<file path="src/rtl/bus_recovery_pkg.sv">
package bus_recovery_pkg;

  typedef enum logic [2:0] {
    ST_IDLE,
    ST_PULSE_LO,
    ST_PULSE_HI,
    ST_STOP_PREP,
    ST_STOP_SETUP,
    ST_STOP_HOLD,
    ST_FINISH
  } seqState_t;

  // strobes from control to datapath
  typedef struct packed {
    logic cntClr;
    logic cntInc;
    logic setDone;
  } dpStrobe_t;

endpackage

</file>
<file path="src/rtl/bus_recovery_ctrl.sv">
module bus_recovery_ctrl
  import bus_recovery_pkg::*;
(
  input  logic      clk,
  input  logic      rstN,
  input  logic      sclTick,
  input  logic      recoverCmd,
  input  logic      sclIn,
  input  logic      sdaIn,
  input  logic      cntAtMax,
  output dpStrobe_t strobe,
  output logic      sclPullLow,
  output logic      sdaPullLow,
  output logic      seqActive
);

  seqState_t state, stateNext;

  always_ff @(posedge clk or negedge rstN) begin
    if (!rstN) state <= ST_IDLE;
    else       state <= stateNext;
  end

  always_comb begin
    stateNext = state;
    strobe    = '0;
    unique case (state)
      ST_IDLE: begin
        if (recoverCmd) begin
          strobe.cntClr = 1'b1;
          if (!sdaIn)      stateNext = ST_PULSE_LO;
          else if (!sclIn) stateNext = ST_STOP_PREP;
          else             stateNext = ST_FINISH;
        end
      end
      ST_PULSE_LO: begin
        if (sclTick) begin
          strobe.cntInc = 1'b1;
          stateNext     = ST_PULSE_HI;
        end
      end
      ST_PULSE_HI: begin
        if (sclTick) begin
          if (sdaIn)         stateNext = ST_STOP_PREP;
          else if (cntAtMax) stateNext = ST_FINISH;
          else               stateNext = ST_PULSE_LO;
        end
      end
      ST_STOP_PREP:  if (sclTick) stateNext = ST_STOP_SETUP;
      ST_STOP_SETUP: if (sclTick) stateNext = ST_STOP_HOLD;
      ST_STOP_HOLD:  if (sclTick) stateNext = ST_FINISH;
      ST_FINISH: begin
        strobe.setDone = 1'b1;
        stateNext      = ST_IDLE;
      end
      default: stateNext = ST_IDLE;
    endcase
  end

  // line drives decoded from the registered state only
  always_comb begin
    sclPullLow = (state == ST_PULSE_LO) || (state == ST_STOP_PREP) ||
                 (state == ST_STOP_SETUP);
    sdaPullLow = (state == ST_STOP_SETUP) || (state == ST_STOP_HOLD);
    seqActive  = (state != ST_IDLE);
  end

endmodule

</file>
<file path="src/rtl/bus_recovery_dp.sv">
module bus_recovery_dp
  import bus_recovery_pkg::*;
#(
  parameter int MAX_PULSES = 8,
  localparam int CW = $clog2(MAX_PULSES + 1)
) (
  input  logic          clk,
  input  logic          rstN,
  input  dpStrobe_t     strobe,
  input  logic          doneClr,
  input  logic          seqActive,
  input  logic          sclIn,
  input  logic          sdaIn,
  output logic          cntAtMax,
  output logic [CW-1:0] pulseCount,
  output logic          recoverDone,
  output logic          sclLevel,
  output logic          sdaLevel,
  output logic          busBusy
);

  always_ff @(posedge clk or negedge rstN) begin
    if (!rstN)              pulseCount <= '0;
    else if (strobe.cntClr) pulseCount <= '0;
    else if (strobe.cntInc) pulseCount <= pulseCount + 1'b1;
  end

  assign cntAtMax = (pulseCount == CW'(MAX_PULSES));

  always_ff @(posedge clk or negedge rstN) begin
    if (!rstN)               recoverDone <= 1'b0;
    else if (strobe.setDone) recoverDone <= 1'b1;
    else if (doneClr)        recoverDone <= 1'b0;
  end

  always_ff @(posedge clk or negedge rstN) begin
    if (!rstN) begin
      sclLevel <= 1'b1;
      sdaLevel <= 1'b1;
    end else begin
      sclLevel <= sclIn;
      sdaLevel <= sdaIn;
    end
  end

  assign busBusy = seqActive || !sclLevel || !sdaLevel;

endmodule

</file>
<file path="src/rtl/bus_recovery_seq.sv">
module bus_recovery_seq
  import bus_recovery_pkg::*;
#(
  parameter int MAX_PULSES = 8
) (
  input  logic clk,
  input  logic rstN,
  input  logic sclTick,
  input  logic recoverCmd,
  input  logic doneClr,
  input  logic sclIn,
  input  logic sdaIn,
  output logic sclPullLow,
  output logic sdaPullLow,
  output logic recoverDone,
  output logic sclLevel,
  output logic sdaLevel,
  output logic busBusy
);

  localparam int CW = $clog2(MAX_PULSES + 1);

  dpStrobe_t     strobe;
  logic          cntAtMax;
  logic          seqActive;
  logic          setDoneW;
  logic [CW-1:0] pulseCount;

  assign setDoneW = strobe.setDone;

  bus_recovery_ctrl u_ctrl (
    .clk        (clk),
    .rstN       (rstN),
    .sclTick    (sclTick),
    .recoverCmd (recoverCmd),
    .sclIn      (sclIn),
    .sdaIn      (sdaIn),
    .cntAtMax   (cntAtMax),
    .strobe     (strobe),
    .sclPullLow (sclPullLow),
    .sdaPullLow (sdaPullLow),
    .seqActive  (seqActive)
  );

  bus_recovery_dp #(.MAX_PULSES(MAX_PULSES)) u_dp (
    .clk         (clk),
    .rstN        (rstN),
    .strobe      (strobe),
    .doneClr     (doneClr),
    .seqActive   (seqActive),
    .sclIn       (sclIn),
    .sdaIn       (sdaIn),
    .cntAtMax    (cntAtMax),
    .pulseCount  (pulseCount),
    .recoverDone (recoverDone),
    .sclLevel    (sclLevel),
    .sdaLevel    (sdaLevel),
    .busBusy     (busBusy)
  );

endmodule

</file>
<file path="config.mk">
export PLATFORM = sky130hd
export DESIGN_NAME = bus_recovery_seq
export DESIGN_NICKNAME = d
export VERILOG_FILES = /design/src/rtl/bus_recovery_pkg.sv /design/src/rtl/bus_recovery_ctrl.sv /design/src/rtl/bus_recovery_dp.sv /design/src/rtl/bus_recovery_seq.sv
export SDC_FILE = /design/constraint.sdc
export NUM_CORES = 1
export LEC_CHECK = 0
export ABC_AREA = 1
export BUFFER_PORTS_ARGS = -buffer_cell sky130_fd_sc_hd__buf_2
export CELL_PAD_IN_SITES_DETAIL_PLACEMENT = 1
export CELL_PAD_IN_SITES_GLOBAL_PLACEMENT = 2
export CORE_AREA = 10 10 58 60
export DETAILED_ROUTE_END_ITERATION = 6
export DIE_AREA = 0 0 68 70
export MAX_ROUTING_LAYER = met4
export PLACE_DENSITY_LB_ADDON = 0.2
export SETUP_SLACK_MARGIN = 0.2
export SYNTH_ARGS = -nofsm -noshare
export SYNTH_HDL_FRONTEND = slang
export SYNTH_SLANG_ARGS = --single-unit
</file>
<file path="constraint.sdc">
create_clock -name clk -period 1.5 [get_ports clk]
set_clock_uncertainty 0.15 [all_clocks]
set_input_delay 0.225 -clock clk [delete_from_list [all_inputs] [get_ports clk]]
set_output_delay 0.225 -clock clk [all_outputs]
set_load 0.005 [all_outputs]
</file>
==> impl_metrics.py <==
metrics = {
    "drt": {
        "via_per_inst": 4.44,
        "firstDrtPassIters": 2,
        "wirelength_um": 1970,
        "detail-route-antenna-nets": 0,
        "drt-initial-drc-count": 8,
        "vias": 639,
        "routedWlPerCell_um": 13.7,
        "route.detailed.drc": 0,
    },
    "clock_tree": {
        "root_buffer": "clkbuf_4",
        "cts_tree": "yes",
        "clock_sinks": 10,
        "cts_buffers": 3,
        "clkTransAtPathRegs_ps": 80,
        "cts-htree-levels": 1,
        "clockBufferDepth": 2,
        "clk_latency_ps": 270,
    },
    "critical_path": {
        "critPathLaunchType": "flip-flop",
        "path_class": "reg -> out",
        "critical_path.top_delay_family": "flip-flops",
        "cp_data_required_time_ps": 1120,
        "slowest_delay_ps": 460,
        "cp.arrival_ps": 1180,
        "crit_path_cell_trace": "nor2_4 -> nand2_4 -> clkinv_4 -> nand3_2 -> buf_2",
        "crit_fanout": 4,
        "cp_slowest_cell": "dfrtp_2",
        "worst-path-buf-inv": 2,
        "end_kind": "output port",
    },
    "placed_design": {
        "numPlacedInstances": 121,
        "port_buffers": 12,
        "post-place-ws_ps": 79.1,
        "gp_congestion": 0.734,
        "dpl.hpwl_um": 1270,
    },
    "timing": {
        "rsz0062_at_grt": "yes",
        "worst_slack_ps": -52.5,
        "setup-tns-final_ps": -58.5,
        "max-slew-margin-rel": 0.833,
        "worstMarginPinSlew_ps": 251,
        "fin_crit_ps": 1550,
        "finalCritPeriodShare": 1.04,
        "slew_violations": 0,
        "final_hold_viol_count": 0,
        "setup_violations": 2,
        "max_freq_mhz": 644,
    },
    "grt": {
        "top_usage_layer": "met2",
        "grt_usage": 0.0861,
        "grt_use_met3": 0.0223,
        "met2_usage": 0.140,
        "antenna_found_initial": 0,
        "overflow": 0,
        "use_met1": 0.0968,
        "grt_start_max_net_pins": 11,
        "first_global_vias": 686,
        "grt_first_pass_wirelength_um": 3110,
    },
    "floorplanning": {
        "die_x_um": 68,
        "start_util": 0.269,
        "die_area_mm2": 0.00476,
        "ios": 13,
        "coreArea_mm2": 0.00234,
        "die_h_um": 70,
        "rows": 18,
    },
    "finish": {
        "fin_util": 0.434,
        "syn_to_final_growth_pct": 61.6,
        "antennaDiodeCount": 0,
        "nNetsFinal": 124,
        "instances_no_fill": 144,
        "drive_gt1_frac": 0.570,
    },
    "power_and_ir_drop": {
        "clock_power_share": 0.119,
        "power_switching_mw": 0.779,
        "p_leak_nw": 0.500,
        "finalPower_mw": 1.74,
        "p_per_area_mw_per_mm2": 1710,
        "internal_power_mw": 0.961,
        "comb_power_share": 0.629,
        "ir_drop_mv": 0.556,
        "switching_share": 0.448,
        "pwr-share-seq": 0.252,
    },
    "status": {
        "violations": "setup timing",
        "status": "complete, but fails checks",
    },
    "logic_synthesis": {
        "ys_seq_elements": 10,
        "synthArstFlopShare": 1.00,
        "yosys_warnings": 0,
        "synth_fp_nets": 88,
        "synth_cell_types": 23,
        "ys_seq_area_frac": 0.402,
        "synth_flop_cell": "dfrtp_1",
        "synth.cell_area_um2": 629,
        "synth_edf_count": 0,
        "syn_area_per_cell_um2": 7.97,
        "syn-instance-count": 79,
    },
    "flow_run": {
        "cap_violations": 0,
    },
    "min_path": {
        "hp-class": "in -> reg",
    },
}
## worst paths after layout
check	start	endpoint	slack (ps)	depth (start not counted)
worst min register to register	u_dp.recoverDone	u_dp.recoverDone	380	2
worst max register to register	u_ctrl.state[1]	u_ctrl.state[1]	90	8
max in group asynchronous	rstN	u_dp.sdaLevel	730	2
worst min-delay path	sclTick	u_ctrl.state[2]	100	4
min in group asynchronous	rstN	u_ctrl.state[2]	190	2
worst max-delay path	u_ctrl.state[1]	busBusy	-50	5
## kinds of logic (layout without fill, tap and decap cells)
| logic type | count (synthesis) | count (layout) | synth area share |
|---|---|---|---|
| buf+inv | 12 | 47 | 0.0775 |
| compound gates | 7 | 7 | 0.0835 |
| xor+xnor | 2 | 2 | 0.0278 |
| simple gates | 46 | 46 | 0.370 |
| flops | 10 | 10 | 0.402 |
| fa+ha+maj | 2 | 2 | 0.0398 |
## registers in the layout, indices dropped and copies added (netlist names)
register,cells
u_dp.sclLevel,1
u_dp.sdaLevel,1
u_dp.pulseCount,4
u_ctrl.state,3
u_dp.recoverDone,1
## cells in the mapped netlist (2+ instances only)
cell     instances  area [um2]
nand2_1         24        90.1
nand3_1         11        55.1
dfrtp_1          8         200
inv_1            7        26.3
inv_2            3        11.3
nor2_1           3        11.3
o21ai_2          3        26.3
dfstp_2          2        52.6
ha_1             2        25.0
nand2_2          2        12.5
nor2_2           2        12.5
## power groups by stage
stage               sequential [mW]  clock (mW)  combinational, mW
global route                  0.453       0.236               1.21
detailed placement            0.438           0              0.635
floorplan                     0.419           0              0.475
finish                        0.439       0.207               1.09
global placement              0.440           0              0.626
CTS                           0.430       0.218              0.904
## worst min-delay path, stage by stage
cell     delay (ps)
buf_2           100
inv_1            60
nand2_1          70
nand2_1          50
## per-layer routing
layer	wire (um)	up-vias
met4	10	0
met5	0	-
met1	794	308
met2	1070	7
li1	-	322
met3	89	2
## per-stage QoR
step	area, um2	hold slack [ps]
after floorplan	629	-221
after global placement	727	-39.9
final	1020	101
after global routing	1020	122
after detailed placement	727	-37.8
after CTS	908	79.8
## placed cells by master, fill, tap and decap left out, drive strengths merged
cell type    count
xnor2            1
buf             27
nand3           12
o21ai            5
ha               2
nor2             5
dfrtp            8
dlygate4sd3      4
clkinv           1
clkbuf           4
nor3             1
xor2             1
o21bai           1
inv             11
o32ai            1
nand2           28
dfstp            2
## layout make-up
class,count,area (um2)
Multi-Input combinational cell,57,413
Fill cell,303,1330
Tap cell,30,37.5
Timing Repair Buffer,31,226
Clock buffer,4,26.3
Sequential cell,10,256
Inverter,12,57.6
## repair_timing
item,CTS,global route
setup endpoints to repair,9,12
hold endpoints to repair,13,0
hold buffers,4,0
setup buffers,8,7
cloned,0,0
pin swaps,4,9
resized for setup,17,16
(Power assumes the default switching activity.)
